===== src/rtl/mt_pkg.sv =====
package mt_pkg;
  localparam int BUS_W  = 32;
  localparam int ADDR_W = 8;
  localparam int SEL_W  = 3;
  localparam int PH_W   = 2;

  localparam logic [ADDR_W-1:0] OFS_MATCH  = 8'h00;
  localparam logic [ADDR_W-1:0] OFS_COUNT  = 8'h04;
  localparam logic [ADDR_W-1:0] OFS_CTRL   = 8'h08;
  localparam logic [ADDR_W-1:0] OFS_CLEAR  = 8'h0C;
  localparam logic [ADDR_W-1:0] OFS_CLKSEL = 8'h10;
  localparam logic [ADDR_W-1:0] OFS_STATUS = 8'h14;

  localparam int STATUS_PEND_BIT = 10;

  typedef struct packed {
    logic autozero;
    logic run;
  } ctrl_t;

  // Terminal prescaler phase for a select code: ratio minus one.
  function automatic logic [PH_W-1:0] last_phase(input logic [SEL_W-1:0] sel);
    logic [PH_W-1:0] r;
    case (sel)
      3'd1:    r = 2'd1;
      3'd2:    r = 2'd2;
      3'd3:    r = 2'd3;
      default: r = 2'd0;
    endcase
    return r;
  endfunction
endpackage


===== src/rtl/mt_regs.sv =====
module mt_regs
  import mt_pkg::*;
#(
  parameter int CNT_W = 32
) (
  input  logic              clk,
  input  logic              rst_n,
  input  logic              bus_wr,
  input  logic [ADDR_W-1:0] bus_addr,
  input  logic [BUS_W-1:0]  bus_wdata,
  input  logic [CNT_W-1:0]  cnt,
  input  logic              pend,
  output logic [BUS_W-1:0]  bus_rdata,
  output logic [CNT_W-1:0]  match_q,
  output ctrl_t             ctrl_q,
  output logic [SEL_W-1:0]  sel_q,
  output logic              clr_req
);
  logic [BUS_W-1:0] cnt_ext;
  logic [BUS_W-1:0] match_ext;

  generate
    if (CNT_W < BUS_W) begin : g_pad
      assign cnt_ext   = {{(BUS_W-CNT_W){1'b0}}, cnt};
      assign match_ext = {{(BUS_W-CNT_W){1'b0}}, match_q};
    end else begin : g_full
      assign cnt_ext   = cnt;
      assign match_ext = match_q;
    end
  endgenerate

  assign clr_req = bus_wr && (bus_addr == OFS_CLEAR);

  always_ff @(posedge clk) begin
    if (!rst_n) begin
      match_q <= '0;
      ctrl_q  <= '0;
      sel_q   <= '0;
    end else if (bus_wr) begin
      case (bus_addr)
        OFS_MATCH:  match_q <= bus_wdata[CNT_W-1:0];
        OFS_CTRL:   ctrl_q  <= ctrl_t'(bus_wdata[1:0]);
        OFS_CLKSEL: sel_q   <= bus_wdata[SEL_W-1:0];
        default:    ;
      endcase
    end
  end

  always_comb begin
    bus_rdata = '0;
    case (bus_addr)
      OFS_MATCH:  bus_rdata = match_ext;
      OFS_COUNT:  bus_rdata = cnt_ext;
      OFS_CTRL:   bus_rdata[1:0] = ctrl_q;
      OFS_CLKSEL: bus_rdata[SEL_W-1:0] = sel_q;
      OFS_STATUS: bus_rdata[STATUS_PEND_BIT] = pend;
      default:    bus_rdata = '0;
    endcase
  end
endmodule


===== src/rtl/mt_prescale.sv =====
module mt_prescale
  import mt_pkg::*;
(
  input  logic             clk,
  input  logic             rst_n,
  input  logic             tick_en,
  input  logic [SEL_W-1:0] sel,
  output logic             div_tick
);
  logic [PH_W-1:0] ph_q;
  logic [PH_W-1:0] ph_last;

  assign ph_last  = last_phase(sel);
  assign div_tick = tick_en && (ph_q >= ph_last);

  always_ff @(posedge clk) begin
    if (!rst_n) begin
      ph_q <= '0;
    end else if (tick_en) begin
      ph_q <= div_tick ? '0 : ph_q + 1'b1;
    end
  end
endmodule


===== src/rtl/mt_core.sv =====
module mt_core
  import mt_pkg::*;
#(
  parameter int CNT_W = 32
) (
  input  logic             clk,
  input  logic             rst_n,
  input  logic             div_tick,
  input  logic             clr_req,
  input  ctrl_t            ctrl,
  input  logic [CNT_W-1:0] match_val,
  output logic [CNT_W-1:0] cnt,
  output logic             pend,
  output logic             hit,
  output logic             irq
);
  logic hit_d;

  function automatic logic [CNT_W-1:0] advance(input logic [CNT_W-1:0] c,
                                               input logic zero);
    return zero ? '0 : c + 1'b1;
  endfunction

  assign hit = ctrl.run && (cnt == match_val);

  always_ff @(posedge clk) begin
    if (!rst_n) begin
      cnt   <= '0;
      pend  <= 1'b0;
      hit_d <= 1'b0;
      irq   <= 1'b0;
    end else begin
      if (div_tick) begin
        if (pend)          cnt <= '0;
        else if (ctrl.run) cnt <= advance(cnt, ctrl.autozero && hit);
      end
      if (clr_req)       pend <= 1'b1;
      else if (div_tick) pend <= 1'b0;
      hit_d <= hit;
      irq   <= hit && !hit_d;
    end
  end
endmodule


===== src/rtl/match_timer.sv =====
module match_timer
  import mt_pkg::*;
#(
  parameter int CNT_W = 32
) (
  input  logic        clk,
  input  logic        rst_n,
  input  logic        tick_en,
  input  logic        bus_wr,
  input  logic [7:0]  bus_addr,
  input  logic [31:0] bus_wdata,
  output logic [31:0] bus_rdata,
  output logic        irq
);
  logic [CNT_W-1:0] cnt;
  logic [CNT_W-1:0] match_q;
  ctrl_t            ctrl_q;
  logic [SEL_W-1:0] sel_q;
  logic             clr_req;
  logic             div_tick;
  logic             pend;
  logic             hit;

  mt_regs #(.CNT_W(CNT_W)) u_regs (
    .clk(clk), .rst_n(rst_n), .bus_wr(bus_wr), .bus_addr(bus_addr),
    .bus_wdata(bus_wdata), .cnt(cnt), .pend(pend), .bus_rdata(bus_rdata),
    .match_q(match_q), .ctrl_q(ctrl_q), .sel_q(sel_q), .clr_req(clr_req)
  );

  mt_prescale u_pre (
    .clk(clk), .rst_n(rst_n), .tick_en(tick_en), .sel(sel_q),
    .div_tick(div_tick)
  );

  mt_core #(.CNT_W(CNT_W)) u_core (
    .clk(clk), .rst_n(rst_n), .div_tick(div_tick), .clr_req(clr_req),
    .ctrl(ctrl_q), .match_val(match_q), .cnt(cnt), .pend(pend),
    .hit(hit), .irq(irq)
  );
endmodule


===== config.mk =====
export PLATFORM = sky130hd
export DESIGN_NAME = match_timer
export DESIGN_NICKNAME = d
export VERILOG_FILES = /design/src/rtl/mt_pkg.sv /design/src/rtl/mt_regs.sv /design/src/rtl/mt_prescale.sv /design/src/rtl/mt_core.sv /design/src/rtl/match_timer.sv
export SDC_FILE = /design/constraint.sdc
export NUM_CORES = 1
export LEC_CHECK = 0
export BUFFER_PORTS_ARGS = -buffer_cell sky130_fd_sc_hd__buf_4
export CORE_UTILIZATION = 50
export DETAILED_ROUTE_END_ITERATION = 8
export GPL_ROUTABILITY_DRIVEN = 0
export HOLD_SLACK_MARGIN = 0.15
export PLACE_DENSITY = 0.73
export SETUP_SLACK_MARGIN = 0.5
export SYNTH_ARGS = -nofsm -noshare
export SYNTH_HDL_FRONTEND = slang
export SYNTH_SLANG_ARGS = --single-unit
export TNS_END_PERCENT = 100

===== constraint.sdc =====
create_clock -name clk -period 6.06 [get_ports clk]
set_input_delay 0.606 -clock clk [delete_from_list [all_inputs] [get_ports clk]]
set_output_delay 0.606 -clock clk [all_outputs]
set_load 0.01 [all_outputs]

==> results of run 1 <==
-- kinds of logic after synthesis --
kind of cell,share of synthesized area (%)
buffers and inverters,4.74
muxes,1.74
xor gates and xnor gates,9.63
and+or+nand+nor,28.7
adders and majority gates,0.917
DFF,36.2
AOI/OAI and AO/OA,18.1
-- placed cells by master, fill, tap and decap left out, types with 6 or more instances in the layout --
cell type,n
xor2_1,15
clkbuf_8,10
or4_1,11
mux2i_1,6
buf_4,79
nand2_1,98
a21boi_0,27
nor2_1,19
a22o_1,29
a31oi_1,11
xnor2_1,30
and3_1,9
a21oi_1,9
nand3_1,21
nor2b_1,12
dfxtp_1,74
or3_1,8
nand4_1,26
-- routing by layer --
metal,track usage (%),up-vias,wire (µm)
li1,-,1895,-
met1,39.2,1866,5320
met2,42.8,154,5060
met3,5.50,27,720
met4,10.3,0,267
met5,0,-,0
-- state kept, by name, indices dropped and copies added (netlist names) --
register	cells
u_regs.match_q	32
u_core.pend	1
u_regs.sel_q	3
u_core.hit_d	1
u_core.cnt	32
u_regs.ctrl_q	2
u_core.irq	1
u_pre.ph_q	2
-- through the flow --
stage / instance area [µm²] / hold WS (ns)
CTS: 4860 / 0.392
finish: 4860 / 0.388
detailed placement: 4640 / 0.381
global route: 4860 / 0.409
floorplan: 4090 / 0.367
global placement: 4640 / 0.376
-- worst paths after layout --
check,endpoint,cells past startpoint,start
worst max-delay path,bus_rdata[0],6,bus_addr[5]
worst min-delay path,u_core.irq$_SDFF_PN0_,1,u_core.hit_d$_SDFF_PN0_
worst max register to register,u_core.cnt[30]$_SDFFE_PN0P_,8,u_regs.sel_q[2]$_SDFFE_PN0P_
worst min register to register,u_core.irq$_SDFF_PN0_,1,u_core.hit_d$_SDFF_PN0_
-- area by class of cell --
cell class,instances,area (µm²)
fillers,716,2950
multi-input cells,387,2420
flip-flops and latches,74,1480
repair buffers,79,593
clock buffers,11,141
well taps,102,128
clock inverters,5,77.6
inverters,4,15.0
-- where the power goes --
group	switching, mW	internal (mW)	leakage, nW
registers	0.0219	0.495	0.598
logic	0.0334	0.0388	1.09
clock network	0.185	0.242	0.109
total	0.240	0.776	1.79
==> qor.yml, run 1 <==
diodes: 0
grt_max_degree: 49
crit_path_end_kind: "output pin"
cts_resized: 0
arrival_ns: 2.63
vias: 3942
rsz0062_at_grt: "false"
nets: 602
track_usage_pct: 28.1
status: "completed"
clk_latency_ns: 0.35
grt_first_pass_wirelength_um: 18700
yosys_warnings: 0
vias_per_cell: 5.95
regToRegSetupSlack_ns: 3.19
grt_pass1_vias: 3704
crit_fanout: 29
synth_top_cell_by_area: "dfxtp_1"
final_layout_size_suffix_gt1_share_pct: 17.7
hold_class: "register to register"
fin_util_pct: 62.3
required_ns: 5.45
path_cells: "buf_4 > nor3_1 > nand3b_1 > nor2b_2 > a221o_1 > buf_4"
ios: 77
slew_violations: 0
synthTopCellsByCount: "nand2_1 (98), dfxtp_1 (74), xnor2_1 (30)"
fmax_mhz: 309
setup-violations-final: 0
maxCapViolations: 0
synth_edf_count: 0
critPathSlowestCell: "nor2b_2"
first_iter_violations: 267
cts_setup_buffers: 0
min_period_ns: 3.23
dieArea_um2: 8550
io_buffers: 76
clock_skew_ns: 0.00738
vdd_ir_drop_max_mv: 0.116
overflow: 0
synth_top_cell_area_share_pct: 36.2
antenna_found_initial: 0
numCtsBuffers: 9
clk_pin_slew_worst_paths_ns: 0.08
tightestPinTransition_ns: 1.23
final.period_utilization_pct: 53.3
place_inst: 646
totalPowerFinal_mw: 1.02
crit_path_max_incr_delay_ns: 1.01
synthDistinctLibCells: 46
crit_type: "input port to output pin"
firstDrtPassIters: 5
setup_tns_ns: 0
p_per_area_nw_per_um2: 209
crit_buf_inv: 2
yosysMostFrequentCell: "nand2_1"
yosys-top-cells-area: "dfxtp_1 (36%), nand2_1 (9.0%), xnor2_1 (6.4%)"
synth_area_um2: 4090
htree_levels: 3
synth_seq_cells: 74
ant_nets: 0
yosysSeqAreaShare_pct: 36.2
ctsRootBufferMaster: "clkbuf_8"
synth_nets: 552
postSynthCellCount: 505
initial_core_util_pct: 52.4
die_w_um: 92.5
finalWirelength_um: 11400
crit_top_cell: "buf_4"
pre_cts_slack_ns: 2.85
hpwl_um: 8070
syn_to_final_growth_pct: 18.8
maxSlewHeadroom_pct: 17.5
cts_tree: "built"
synthArstFlopShare_pct: 0
die_h_um: 92.5
clock-sinks: 74
synth.avg_cell_area_um2: 8.10
cts_buffer_depth: 2
setup_ws_ns: 2.83
drc: 0
cp_top_family: "simple AND/OR/NAND/NOR gates"
worstSetupStartpointType: "input port"
fin_cells: 662
ys.flop_type: "dfxtp_1"
core_area_um2: 7810
hold_buffers: 0
num_rows: 32
leakage_nw: 1.79
post_drt_wl_per_cell_um: 17.2
hold_viol_final: 0
Power figures use the tool's default switching activity.
==> inputs of run 2 (changes only) <==
clock period = 3.1 ns   (was 6.06 ns; I/O delays follow)
==> run 2 against run 1 <==
Sequential share of layout area decreased by 0.61 points. Power rose by 91%. Hold slack got worse by 0.19 ns. Wire length up 5.3%. Die area unchanged. Non-clock buffer count rose by 14. Critical path type is now register to register. Clock skew shrank 0.0020 ns. Utilization increased by 1.3 points. Highest routed layer unchanged.
==> qor.yml, run 2 (synthesis gave the netlist of run 1 again) <==
grt_first_pass_wirelength_um: 19000  # was 18,700 µm
setup-violations-final: 0  # unchanged
path_cells: "ha_1 > nand3_1 > nor2_2 > nand4_1 > or4_1 > a31oi_1"  # was buf_4 > nor3_1 > nand3b_1 > nor2b_2 > a221o_1 > buf_4
ant_nets: 0  # unchanged
crit_fanout: 10  # was 29
p_per_area_nw_per_um2: 391  # was 209 nW/µm²
nFillCells: 705  # was 716
clock-sinks: 74  # unchanged
whs_path_depth: 3  # was 1
crit_path_max_incr_delay_ns: 0.52  # was 1.01 ns
critPathSlowestCell: "dfxtp_1"  # was nor2b_2
required_ns: 3.37  # was 5.45 ns
tightestPinTransition_ns: 0.824  # was 1.23 ns
vias: 4066  # was 3,942
final_common_cell: "nand2_1"  # unchanged
hpwl_um: 8630  # was 8070 µm
cts_tree: "built"  # unchanged
fmax_mhz: 410
regToRegSetupSlack_ns: 0.66  # was 3.19 ns
crit_type: "register to register"  # was input port to output pin
largest_registers: "u_core.cnt (32), u_regs.match_q (32), u_regs.sel_q (3)"  # unchanged
ios: 77  # unchanged
hold_viol_final: 0  # unchanged
vias_per_cell: 6.01  # was 5.95
cts_buffer_depth: 2  # unchanged
slew_violations: 0  # unchanged
num_rows: 32  # unchanged
min_period_ns: 2.44
numCtsBuffers: 9  # unchanged
clock_skew_ns: 0.00538  # was 0.00738 ns
vdd_ir_drop_max_mv: 0.232  # was 0.116 mV
syn_to_final_growth_pct: 21.2  # was 18.8%
hold_slack_ns: 0.198  # was 0.388 ns
arrival_ns: 2.71  # was 2.63 ns
io_buffers: 76  # unchanged
dieArea_um2: 8550  # unchanged
clk_pin_slew_worst_paths_ns: 0.08  # about the same
maxCapViolations: 0  # unchanged
status: "completed"  # unchanged
cp-startpoint: "u_core.cnt[0]$_SDFFE_PN0P_"  # was bus_addr[5]
leakage_nw: 1.86  # was 1.79 nW
drc: 0  # unchanged
crit_path_end_kind: "register"  # was output pin
grt_pass1_vias: 3758  # was 3,704
die_h_um: 92.5  # unchanged
maxSlewHeadroom_pct: 44.9  # was 17.5%
ctsRootBufferMaster: "clkbuf_8"  # unchanged
first_iter_violations: 328  # was 267
final.period_utilization_pct: 78.7
setup_tns_ns: 0  # unchanged
htree_levels: 3  # unchanged
grt_max_degree: 49  # unchanged
fin_util_pct: 63.5  # was 62.3%
r2r_start: "u_core.cnt[0]$_SDFFE_PN0P_"  # was u_regs.sel_q[2]$_SDFFE_PN0P_
r2r_cells: 6  # was 8
finalWirelength_um: 12000  # was 11,400 µm
die_w_um: 92.5  # unchanged
r2r_end: "u_core.cnt[22]$_SDFFE_PN0P_"  # was u_core.cnt[30]$_SDFFE_PN0P_
multi_input_area_um2: 2430  # was 2420 µm²
layout_common_cells: "nand2_1 (98), buf_4 (93), dfxtp_1 (74)"  # was nand2_1 (98), buf_4 (79), dfxtp_1 (74)
initial_core_util_pct: 52.4  # unchanged
nets: 616  # was 602
diodes: 0  # unchanged
final_layout_size_suffix_gt1_share_pct: 20.2  # was 17.7%
cts_setup_buffers: 0  # unchanged
rsz0062_at_grt: "false"  # unchanged
antenna_found_initial: 0  # unchanged
worstSetupStartpointType: "register"  # was input port
whs_endpoint: "u_regs.match_q[26]$_SDFFE_PN0P_"  # was u_core.irq$_SDFF_PN0_
firstDrtPassIters: 5  # unchanged
min_from: "bus_wdata[26]"  # was u_core.hit_d$_SDFF_PN0_
clk_latency_ns: 0.35  # about the same
track_usage_pct: 28.8  # was 28.1%
post_drt_wl_per_cell_um: 17.7  # was 17.2 µm
regArea_um2: 1480  # unchanged
overflow: 0  # unchanged
hold_class: "input port to register"  # was register to register
core_area_um2: 7810  # unchanged
## run 2: cell types whose count changed in the layout (fill, tap and decap cells not counted), sizes merged
cell	delta
buf	+14
inv	+1
clkinv	+1
bufinv	-1
clkbuf	-1
## run 2: worst max-delay path by stage
stage | endpoint | cells after the start
floorplan | u_core.cnt[31]$_SDFFE_PN0P_ | 9
finish | u_core.cnt[22]$_SDFFE_PN0P_ | 6
CTS | u_core.cnt[5]$_SDFFE_PN0P_ | 8
global route | u_core.cnt[6]$_SDFFE_PN0P_ | 8
detailed placement | u_core.cnt[26]$_SDFFE_PN0P_ | 8
global placement | u_core.cnt[5]$_SDFFE_PN0P_ | 8
## run 2: timing repair
action	in CTS	in global routing
hold buffers	0	0
endpoints found under the setup margin	0	15
gates resized for setup	0	2
## run 2: layout make-up
cell class                      count  share of cell area, %
Tap cell                          102                   2.57
Sequential cell                    74                   29.9
Clock inverter                      6                   1.31
Clock buffer                       10                   2.77
Multi-Input combinational cell    387                   49.1
Timing Repair Buffer               93                   14.1
Inverter                            4                  0.303
## run 2: worst max-delay path, delay by kind of cell, from the launching register on
family | cells | cell delay (ns)
AOI/OAI and AO/OA | 1 | 0.16
adders and majority gates | 1 | 0.24
DFF | 1 | 0.52
and+or+nand+nor | 4 | 1.43
## run 2: metal layers
metal / vias up / global-route usage, % / part of all wire [%]
li1: 1920 / - / -
met1: 1902 / 40.9 / 45
met2: 214 / 43.5 / 45
met3: 30 / 4.11 / 7.7
met4: 0 / 12.2 / 2.6
met5: - / 0 / 0
## run 2: through the flow
stage,area [µm²],std cells,setup WS (ns),power (mW)
floorplan,4090,505,0.857,1.10
global placement,4750,660,0.650,1.18
detailed placement,4750,660,0.573,1.18
CTS,4950,676,0.532,1.94
global route,4960,676,0.525,2.01
finish,4960,676,0.660,1.94
## run 2: power by group
| group | internal [mW] | leakage, nW | switching [mW] | total (mW) |
|---|---|---|---|---|
| clock network | 0.395 | 0.103 | 0.382 | 0.777 |
| logic | 0.0856 | 1.16 | 0.0794 | 0.165 |
| registers | 0.967 | 0.598 | 0.0316 | 0.999 |
